**src/rtl/uart_mp_rx_pkg.sv**
```systemverilog
package uart_mp_rx_pkg;
  // Index width of the character shift register; covers up to 9 data bits.
  localparam int IDX_W = 4;

  typedef enum logic [1:0] {
    ST_IDLE,
    ST_START,
    ST_DATA,
    ST_STOP
  } rxState_t;

  // Strobes from bit control to the datapath.
  typedef struct packed {
    logic             sampleBit;  // a data bit was decided this cycle
    logic [IDX_W-1:0] bitIdx;     // position of that bit
    logic             bitVal;     // voted value (data bit or stop bit)
    logic             frameDone;  // stop bit decided; bitVal holds it
  } rxStrobe_t;
endpackage

```
**src/rtl/uart_mp_rx_ctrl.sv**
```systemverilog
module uart_mp_rx_ctrl
  import uart_mp_rx_pkg::*;
#(
  parameter int OVS_SLOW = 16,
  parameter int OVS_FAST = 8,
  parameter int DATA_W   = 8
) (
  input  logic       clk,
  input  logic       rstN,
  input  logic       sampleEn,
  input  logic       rxd,
  input  logic       rxEn,
  input  logic       nineBit,
  input  logic       dblSpeed,
  output rxStrobe_t  strobe
);
  localparam int CNT_W = $clog2(OVS_SLOW);
  localparam logic [CNT_W-1:0] LAST_SLOW = CNT_W'(OVS_SLOW - 1);
  localparam logic [CNT_W-1:0] LAST_FAST = CNT_W'(OVS_FAST - 1);
  localparam logic [CNT_W-1:0] MID_SLOW  = CNT_W'(OVS_SLOW / 2);
  localparam logic [CNT_W-1:0] MID_FAST  = CNT_W'(OVS_FAST / 2);

  rxState_t         state;
  logic [1:0]       syncQ;
  logic             rxdS;
  logic [CNT_W-1:0] cnt, lastCnt, midCnt;
  logic [IDX_W-1:0] bitIdx, lastIdx;
  logic [1:0]       win;
  logic             vote, decide;

  assign rxdS    = syncQ[1];
  assign lastCnt = dblSpeed ? LAST_FAST : LAST_SLOW;
  assign midCnt  = dblSpeed ? MID_FAST : MID_SLOW;
  assign lastIdx = nineBit ? IDX_W'(DATA_W) : IDX_W'(DATA_W - 1);
  assign vote    = (win[1] & win[0]) | (win[1] & rxdS) | (win[0] & rxdS);
  assign decide  = rxEn && sampleEn && (state != ST_IDLE) && (cnt == midCnt + 1'b1);

  always_ff @(posedge clk or negedge rstN) begin
    if (!rstN) syncQ <= 2'b11;
    else       syncQ <= {syncQ[0], rxd};
  end

  always_ff @(posedge clk or negedge rstN) begin
    if (!rstN) begin
      state  <= ST_IDLE;
      cnt    <= '0;
      bitIdx <= '0;
      win    <= 2'b11;
    end else if (!rxEn) begin
      state <= ST_IDLE;
      cnt   <= '0;
    end else if (sampleEn) begin
      if (state == ST_IDLE) begin
        if (!rxdS) begin
          state  <= ST_START;
          cnt    <= '0;
          bitIdx <= '0;
        end
      end else begin
        if (cnt == midCnt - 1'b1 || cnt == midCnt) win <= {win[0], rxdS};
        if (cnt == lastCnt) cnt <= '0;
        else                cnt <= cnt + 1'b1;
        if (decide && state == ST_START && vote) begin
          state <= ST_IDLE;
        end else if (decide && state == ST_STOP) begin
          state <= ST_IDLE;
        end else if (cnt == lastCnt) begin
          if (state == ST_START) begin
            state <= ST_DATA;
          end else if (state == ST_DATA) begin
            if (bitIdx == lastIdx) state <= ST_STOP;
            else                   bitIdx <= bitIdx + 1'b1;
          end
        end
      end
    end
  end

  always_comb begin
    strobe.sampleBit = decide && (state == ST_DATA);
    strobe.bitIdx    = bitIdx;
    strobe.bitVal    = vote;
    strobe.frameDone = decide && (state == ST_STOP);
  end

  // a disabled receiver is held idle
  p_off_idle_r7: assert property (@(posedge clk) disable iff (!rstN)
    !rxEn |=> state == ST_IDLE);
  // a finished frame returns to hunting for a start bit
  p_done_idle_r2: assert property (@(posedge clk) disable iff (!rstN)
    strobe.frameDone |=> state == ST_IDLE);
endmodule

```
**src/rtl/uart_mp_rx_dp.sv**
```systemverilog
module uart_mp_rx_dp
  import uart_mp_rx_pkg::*;
#(
  parameter int DATA_W = 8
) (
  input  logic              clk,
  input  logic              rstN,
  input  rxStrobe_t         strobe,
  input  logic              ctrlWr,
  input  logic [4:0]        ctrlWdata,
  input  logic              dataRd,
  output logic              rxEn,
  output logic              nineBit,
  output logic              dblSpeed,
  output logic              mpMode,
  output logic              rxcIe,
  output logic [DATA_W-1:0] dataQ,
  output logic              rxc,
  output logic              fe,
  output logic              ovr,
  output logic              rxb9,
  output logic              irq
);
  logic [DATA_W:0] shiftQ;
  logic            ovrPend;
  logic            addrBit, dropFrame, loadFrame;

  assign addrBit   = nineBit ? shiftQ[DATA_W] : strobe.bitVal;
  assign dropFrame = mpMode && !addrBit;
  assign loadFrame = strobe.frameDone && !dropFrame;
  assign irq       = rxcIe & rxc;

  always_ff @(posedge clk or negedge rstN) begin
    if (!rstN) {rxcIe, mpMode, dblSpeed, nineBit, rxEn} <= '0;
    else if (ctrlWr) {rxcIe, mpMode, dblSpeed, nineBit, rxEn} <= ctrlWdata;
  end

  always_ff @(posedge clk or negedge rstN) begin
    if (!rstN) shiftQ <= '0;
    else if (strobe.sampleBit) shiftQ[strobe.bitIdx] <= strobe.bitVal;
  end

  always_ff @(posedge clk or negedge rstN) begin
    if (!rstN) begin
      dataQ   <= '0;
      rxc     <= 1'b0;
      fe      <= 1'b0;
      ovr     <= 1'b0;
      ovrPend <= 1'b0;
      rxb9    <= 1'b1;
    end else if (loadFrame) begin
      if (rxc && !dataRd) begin
        ovrPend <= 1'b1;
      end else begin
        dataQ   <= shiftQ[DATA_W-1:0];
        if (nineBit) rxb9 <= shiftQ[DATA_W];
        fe      <= ~strobe.bitVal;
        rxc     <= 1'b1;
        ovr     <= dataRd & ovrPend;
        ovrPend <= 1'b0;
      end
    end else if (dataRd) begin
      rxc <= 1'b0;
      if (ovrPend) begin
        ovr     <= 1'b1;
        ovrPend <= 1'b0;
      end
    end
  end

  // overrun only becomes visible through a data read
  p_ovr_on_read_r4: assert property (@(posedge clk) disable iff (!rstN)
    $rose(ovr) |-> $past(dataRd));
  // a read with no arriving frame leaves receive-complete clear
  p_rxc_clear_r5: assert property (@(posedge clk) disable iff (!rstN)
    (dataRd && !strobe.frameDone) |=> !rxc);
  // a filtered data frame leaves data and flags untouched
  p_mp_drop_r6: assert property (@(posedge clk) disable iff (!rstN)
    (strobe.frameDone && mpMode && !addrBit && !dataRd) |=> ($stable(dataQ) && $stable({rxc, fe, ovr})));
  // while disabled, only a read may change the flags
  p_hold_off_r7: assert property (@(posedge clk) disable iff (!rstN)
    (!rxEn && !dataRd) |=> $stable({rxc, fe, ovr}));
endmodule

```
**src/rtl/uart_mp_rx.sv**
```systemverilog
module uart_mp_rx
  import uart_mp_rx_pkg::*;
#(
  parameter int OVS_SLOW = 16,
  parameter int OVS_FAST = 8,
  parameter int DATA_W   = 8
) (
  input  logic              clk,
  input  logic              rstN,
  input  logic              sampleEn,
  input  logic              rxd,
  input  logic              ctrlWr,
  input  logic [4:0]        ctrlWdata,
  input  logic              dataRd,
  output logic [DATA_W-1:0] rdData,
  output logic [4:0]        ctrlRdata,
  output logic [3:0]        statusOut,
  output logic              irq
);
  rxStrobe_t strobe;
  logic rxEn, nineBit, dblSpeed, mpMode, rxcIe;
  logic rxc, fe, ovr, rxb9;

  uart_mp_rx_ctrl #(.OVS_SLOW(OVS_SLOW), .OVS_FAST(OVS_FAST), .DATA_W(DATA_W)) u_ctrl (
    .clk(clk), .rstN(rstN), .sampleEn(sampleEn), .rxd(rxd),
    .rxEn(rxEn), .nineBit(nineBit), .dblSpeed(dblSpeed), .strobe(strobe)
  );

  uart_mp_rx_dp #(.DATA_W(DATA_W)) u_dp (
    .clk(clk), .rstN(rstN), .strobe(strobe), .ctrlWr(ctrlWr), .ctrlWdata(ctrlWdata),
    .dataRd(dataRd), .rxEn(rxEn), .nineBit(nineBit), .dblSpeed(dblSpeed),
    .mpMode(mpMode), .rxcIe(rxcIe), .dataQ(rdData), .rxc(rxc), .fe(fe),
    .ovr(ovr), .rxb9(rxb9), .irq(irq)
  );

  assign ctrlRdata = {rxcIe, mpMode, dblSpeed, nineBit, rxEn};
  assign statusOut = {rxc, fe, ovr, rxb9};

  // interrupt tracks receive-complete under its enable
  p_irq_r9: assert property (@(posedge clk) disable iff (!rstN)
    irq |-> (statusOut[3] && ctrlRdata[4]));
endmodule

```
**config.mk**
```make
export PLATFORM = sky130hd
export DESIGN_NAME = uart_mp_rx
export DESIGN_NICKNAME = d
export VERILOG_FILES = /design/src/rtl/uart_mp_rx_pkg.sv /design/src/rtl/uart_mp_rx_ctrl.sv /design/src/rtl/uart_mp_rx_dp.sv /design/src/rtl/uart_mp_rx.sv
export SDC_FILE = /design/constraint.sdc
export NUM_CORES = 1
export LEC_CHECK = 0
export BUFFER_PORTS_ARGS = -buffer_cell sky130_fd_sc_hd__buf_4
export CAP_MARGIN = 20
export CORE_MARGIN = 4
export CORE_UTILIZATION = 40
export DETAILED_ROUTE_END_ITERATION = 16
export MAX_ROUTING_LAYER = met4
export SLEW_MARGIN = 25
export SYNTH_ARGS = -nofsm -noshare
export SYNTH_HDL_FRONTEND = slang
export SYNTH_SLANG_ARGS = --single-unit
export TNS_END_PERCENT = 50
```
**constraint.sdc**
```tcl
create_clock -name clk -period 2.95 [get_ports clk]
set_input_delay 0.1475 -clock clk [delete_from_list [all_inputs] [get_ports clk]]
set_output_delay 0.1475 -clock clk [all_outputs]
set_load 0.01 [all_outputs]
```
# Word level (Yosys, flattened, before mapping)
# Index checks and enable logic that the tools add are counted.
op_classes:
  add_sub_neg: 4
  n_lt_le_gt_ge: 2
  eq_ne: 19
  muxes: 38
  bitwise_logic: 10
  n_reduce_logical: 29
ops:
  columns: ["cell", "n"]
  rows:
  - ["4-bit two-way mux", 15]
  - ["4-bit == test", 5]
  - ["2-bit two-way mux", 10]
  - ["4-bit by 1-bit adder with 4-bit output (second input constant)", 3]
  - ["6-bit by 5-bit != test with 1-bit output (second input constant)", 2]
  - ["1-bit logical AND", 11]
  - ["1-bit two-way mux", 11]
  - ["2-bit nonzero test", 5]
  - ["9-bit bitwise mux", 1]
  - ["9-bit AND reduction", 1]
  - ["2-bit != test (second input constant)", 4]
  - ["2-bit by 1-bit != test with 1-bit output (second input constant)", 3]
  - ["2-bit AND reduction", 3]
  - ["3-bit AND reduction", 2]
  - ["1-bit bitwise AND", 5]
  - ["4-bit by 5-bit less-than comparator with 1-bit output (second input constant)", 1]
  - ["5-bit by 4-bit != test with 1-bit output (second input constant)", 1]
  - ["5-bit AND reduction", 1]
  - ["1-bit demux with 4-bit select", 1]
  - ["2-bit == test (second input constant)", 2]
  - ["4-bit by 1-bit greater-or-equal comparator with 1-bit output (second input constant)", 1]
  - ["4-bit AND reduction", 1]
  - ["4-bit by 1-bit subtractor with 4-bit output (second input constant)", 1]
  - ["1-bit zero test", 3]
  - ["other kinds (6)", 9]
word_totals:
  regBits: 41
  out_inout_bits: 18
  wordCells: 119

# Depth between registers and ports, before layout
depth:
  ltp_word: 11
  mapped_depth: 8
  ltp_nobuf: 7

# Hierarchy
# From an unflattened synthesis, not the netlist that was laid out.
hier_totals:
  hier_cells: 187
  area_unflattened_um2: 2082.0
modules_own_cells:
  columns: ["mod", "instances", "cells_each", "area_each_um2", "seq_area_each_um2"]
  rows:
  - ["uart_mp_rx_dp", 1, 86, 1148.6, 676.9]
  - ["uart_mp_rx_ctrl", 1, 92, 865.8, 355.3]
  - ["uart_mp_rx", 1, 9, 67.6, 0.0]

# Least setup slack after synthesis
# OpenSTA, ideal clock, no wires.
synth_timing:
  kind: "register to register"
  from: "reg u_ctrl.cnt[1]"
  to: "reg u_dp.dataQ[0]"
  t_arrival_ns: 1.633
  slack_ns: 1.192
  path_stages_with_launch: 8
  path_buffers: 1
  path_cell_list: "dfrtp_1 inv_1 ha_1 and4bb_2 o21ba_2 and4_4 buf_6 mux2_2"
synth_between:
  elab_chain_len: 5
synth_rtl:
  columns: ["item", "line_no", "source"]
  rows:
  - ["start, declared", "uart_mp_rx_ctrl.sv:26", "logic [CNT_W-1:0] cnt, lastCnt, midCnt;"]
  - ["start signal, assigned", "uart_mp_rx_ctrl.sv:62", "else cnt <= cnt + 1'b1;"]
  - ["4-bit == test", "uart_mp_rx_ctrl.sv:36", "assign decide = rxEn && sampleEn && (state != ST_IDLE) && (cnt == midCnt + 1'b1);"]
  - ["1-bit logical AND", "uart_mp_rx_ctrl.sv:36", null]
  - ["1-bit logical AND", "uart_mp_rx_ctrl.sv:83", "strobe.frameDone = decide && (state == ST_STOP);"]
  - ["1-bit logical AND", "uart_mp_rx_dp.sv:30", "assign loadFrame = strobe.frameDone && !dropFrame;"]
  - ["2-bit AND reduction (no line)", null, null]
  - ["end signal, assigned", "uart_mp_rx_dp.sv:55", "dataQ <= shiftQ[DATA_W-1:0];"]
  - ["end, declared", "uart_mp_rx_dp.sv:17", "output logic [DATA_W-1:0] dataQ,"]
# Every way passes these cells.
# A chain may end at the register's enable or synchronous reset.

# Worst setup path in the final report
layout_timing:
  from: "reg u_ctrl.cnt[1]"
  to: "reg u_dp.dataQ[1]"
# Same word-level chain as after synthesis.

==> flow_metrics.tcl <==
set metrics [dict create \
    status "finished clean" \
    antenna_found_initial 0 \
    viasPerCell 5.17 \
    slew_viol_final 0 \
    yosys.area.top_type_share_pct 41.2 \
    hpwl_um 2790 \
    track_usage_pct 14.1 \
    crit_chain "inv_1, ha_1, and4b_1, o21ba_2, and4_4, mux2_2" \
    die_h_um 81.9 \
    critPathTopFamily "simple AND/OR/NAND/NOR gates" \
    crit_arrival_ps 2180 \
    syn-num-nets 216 \
    port_buffers 28 \
    ys.flop_type "dfrtp_1" \
    num_rows 26 \
    leakage_nw 1.10 \
    fin_setup_tns_ps 0 \
    rr_worst_depth 6 \
    drc 0 \
    finalHoldViolCount 0 \
    seq_area_frac_synth_pct 47.3 \
    yosys_warnings 0 \
    nNetsFinal 234 \
    drive_gt1_share_pct 35.5 \
    overflow 0 \
    grt_pass1_wl_um 7090 \
    die_area_um2 6710 \
    cts-root-buf "clkbuf_8" \
    wl_per_cell_um 13.5 \
    finalSetupViolCount 0 \
    fin_crit_ps 2000 \
    timing.critical_path.buf_inv 1 \
    avgSynthCellArea_um2 11.0 \
    slowest_stage "dfrtp_1" \
    areaGrowthSynthToFinish_pct 12.7 \
    antenna_left 0 \
    hold_depth 3 \
    post-route-period-util_pct 67.8 \
    dp_slack_ps 955 \
    syn_inst 198 \
    grt_pass1_vias 1547 \
    initial_core_util_pct 42.0 \
    post_cts_buffers 0 \
    cellPowerDensity_nw_per_um2 419 \
    yosys.area.top_type "dfrtp_1" \
    ir_worst_vdd_uv 201 \
    max_slew_margin_pct 66.6 \
    synth-edff-count 0 \
    clock_latency_ps 290 \
    max_freq_mhz 500 \
    path_clk_slew_ps 80 \
    cts-buffers-inserted 5 \
    die_w_um 81.9 \
    critical_path_required_ps 3130 \
    fin_skew_ps 3.81 \
    cp.depth 6 \
    pin_count 29 \
    drt-total-wl_um 3880 \
    ys_ff_latch 41 \
    hp-class "primary input to register" \
    cap_violations 0 \
    end_kind "register" \
    drtIter0Drc 65 \
    coreArea_um2 5200 \
    max_stage_delay_ps 420 \
    start_kind "register" \
    synth_area_leaders "dfrtp_1 (41%), mux2_2 (13%), dfstp_2 (6.0%)" \
    cp_max_fo 13 \
    crit_type "register to register" \
    vias 1484 \
    hold_ws_ps 70.0 \
    setup_ws_ps 949 \
    dr.pass1.iters 4 \
    async_reset_ff_share_pct 100 \
    gp_congestion 0.777 \
    netlist-cell-type-count 50 \
    cts_max_level 2 \
    clockBufferDepth 2 \
    clock_sinks 41 \
    synth_area_um2 2180 \
    diodes 0 \
    r2r_slack_ps 950 \
    worst_slew_pin_slew_ps 501 \
    grt_max_degree 42 \
    rsz0062_at_grt "false" \
    cts_tree "done" \
]
[path summary, 6_finish.rpt]
| check | startpoint | end |
|---|---|---|
| worst max-delay path | u_ctrl.cnt[1] | u_dp.dataQ[1] |
| worst min-delay path | ctrlWdata[1] | u_dp.nineBit |
| worst max register to register | u_ctrl.cnt[1] | u_dp.dataQ[1] |
| worst min register to register | u_ctrl.syncQ[0] | u_ctrl.syncQ[1] |
| max in group asynchronous | rstN | u_dp.rxb9 |
| min in group asynchronous | rstN | u_dp.dataQ[6] |
[tightest hold or removal path, stage by stage]
cell	delay, ps
buf_4	80
nand2_1	40
o21ai_0	60
[power breakdown]
part           total (mW)  internal (mW)  switching (mW)
clock               0.357          0.167           0.190
combinational      0.0837         0.0394          0.0443
sequential          0.590          0.573          0.0171
[metrics by stage]
step,std cells,util (%),cell area (µm²),power [mW]
2_1_floorplan,198,-,2180,0.651
3_3_place_gp,277,45.2,2350,0.684
3_5_place_dp,277,45.2,2350,0.685
4_1_cts,287,47.3,2460,1.06
5_1_grt,287,47.3,2460,1.10
6_report,287,47.3,2460,1.03
[routing by layer]
| layer | GRT usage (%) | vias to the layer above | routed length (µm) |
|---|---|---|---|
| met1 | 17.6 | 712 | 1880 |
| met4 | 4.98 | 0 | 51 |
| met3 | 3.40 | 6 | 197 |
| met2 | 22.1 | 34 | 1750 |
| met5 | - | - | 0 |
| li1 | - | 732 | - |
[synth_stat cells (all sizes together) (3+ instances only)]
cell and instances:
nand4 5, nand2b 4, mux2 25, dfrtp 36
nand4b 4, nor2b 3, buf 17, o21ai 10
nor2 6, inv 9, ha 7, a21oi 7
nand2 18, dfstp 5, nand3 5
[timing repair]
action / 4_1_cts / 5_1_grt
endpoints found under the hold margin: 37 / 0
hold buffers: 2 / 0
resized for setup: 0 / 0
[state kept, by name (all words and copies together), names as in the netlist]
register       flops
u_ctrl.bitIdx      4
u_ctrl.cnt         4
u_ctrl.state       2
u_ctrl.syncQ       2
u_ctrl.win         2
u_dp.dataQ         8
u_dp.dblSpeed      1
u_dp.fe            1
u_dp.mpMode        1
u_dp.nineBit       1
u_dp.ovr           1
u_dp.ovrPend       1
u_dp.rxEn          1
u_dp.rxb9          1
u_dp.rxc           1
u_dp.rxcIe         1
u_dp.shiftQ        9
[cells by family (layout without fill, tap and decap cells)]
kind of cell             Yosys count  count (layout)  synth area share [%]
AO/OA/AOI/OAI                     31              31                  9.79
XOR/XNOR                           1               1                 0.401
adder cells (fa/ha/maj)            8               8                  4.52
buffers and inverters             28              47                  7.39
flip-flops                        41              41                  47.3
multiplexers                      27              27                  13.8
AND/OR/NAND/NOR                   62              62                  16.8
[cell usage in the layout (no fill, tap or decap), types with 2 or more instances in the layout]
cell type	instances
buf_4	28
clkbuf_8	5
mux2i_1	2
nand3_1	5
dfstp_2	5
clkinvlp_4	2
nand2_1	18
inv_1	9
nand2b_1	4
nand4b_1	4
nand4_1	5
or2_2	2
o21ai_0	9
dfrtp_1	36
nor2b_1	3
or3_1	2
nor2_1	6
dlygate4sd3_1	2
nor3_2	2
and3_1	2
mux2_2	25
ha_1	7
a21oi_1	6
[area by class of cell]
type,count,area [µm²]
multi-input combinational,129,991
clock inverter,2,15.0
clock buffer,6,72.6
timing repair buffer,30,230
sequential,41,1030
inverter,9,33.8
fill,524,2740
tap,70,87.6
(Power assumes the default switching activity.)
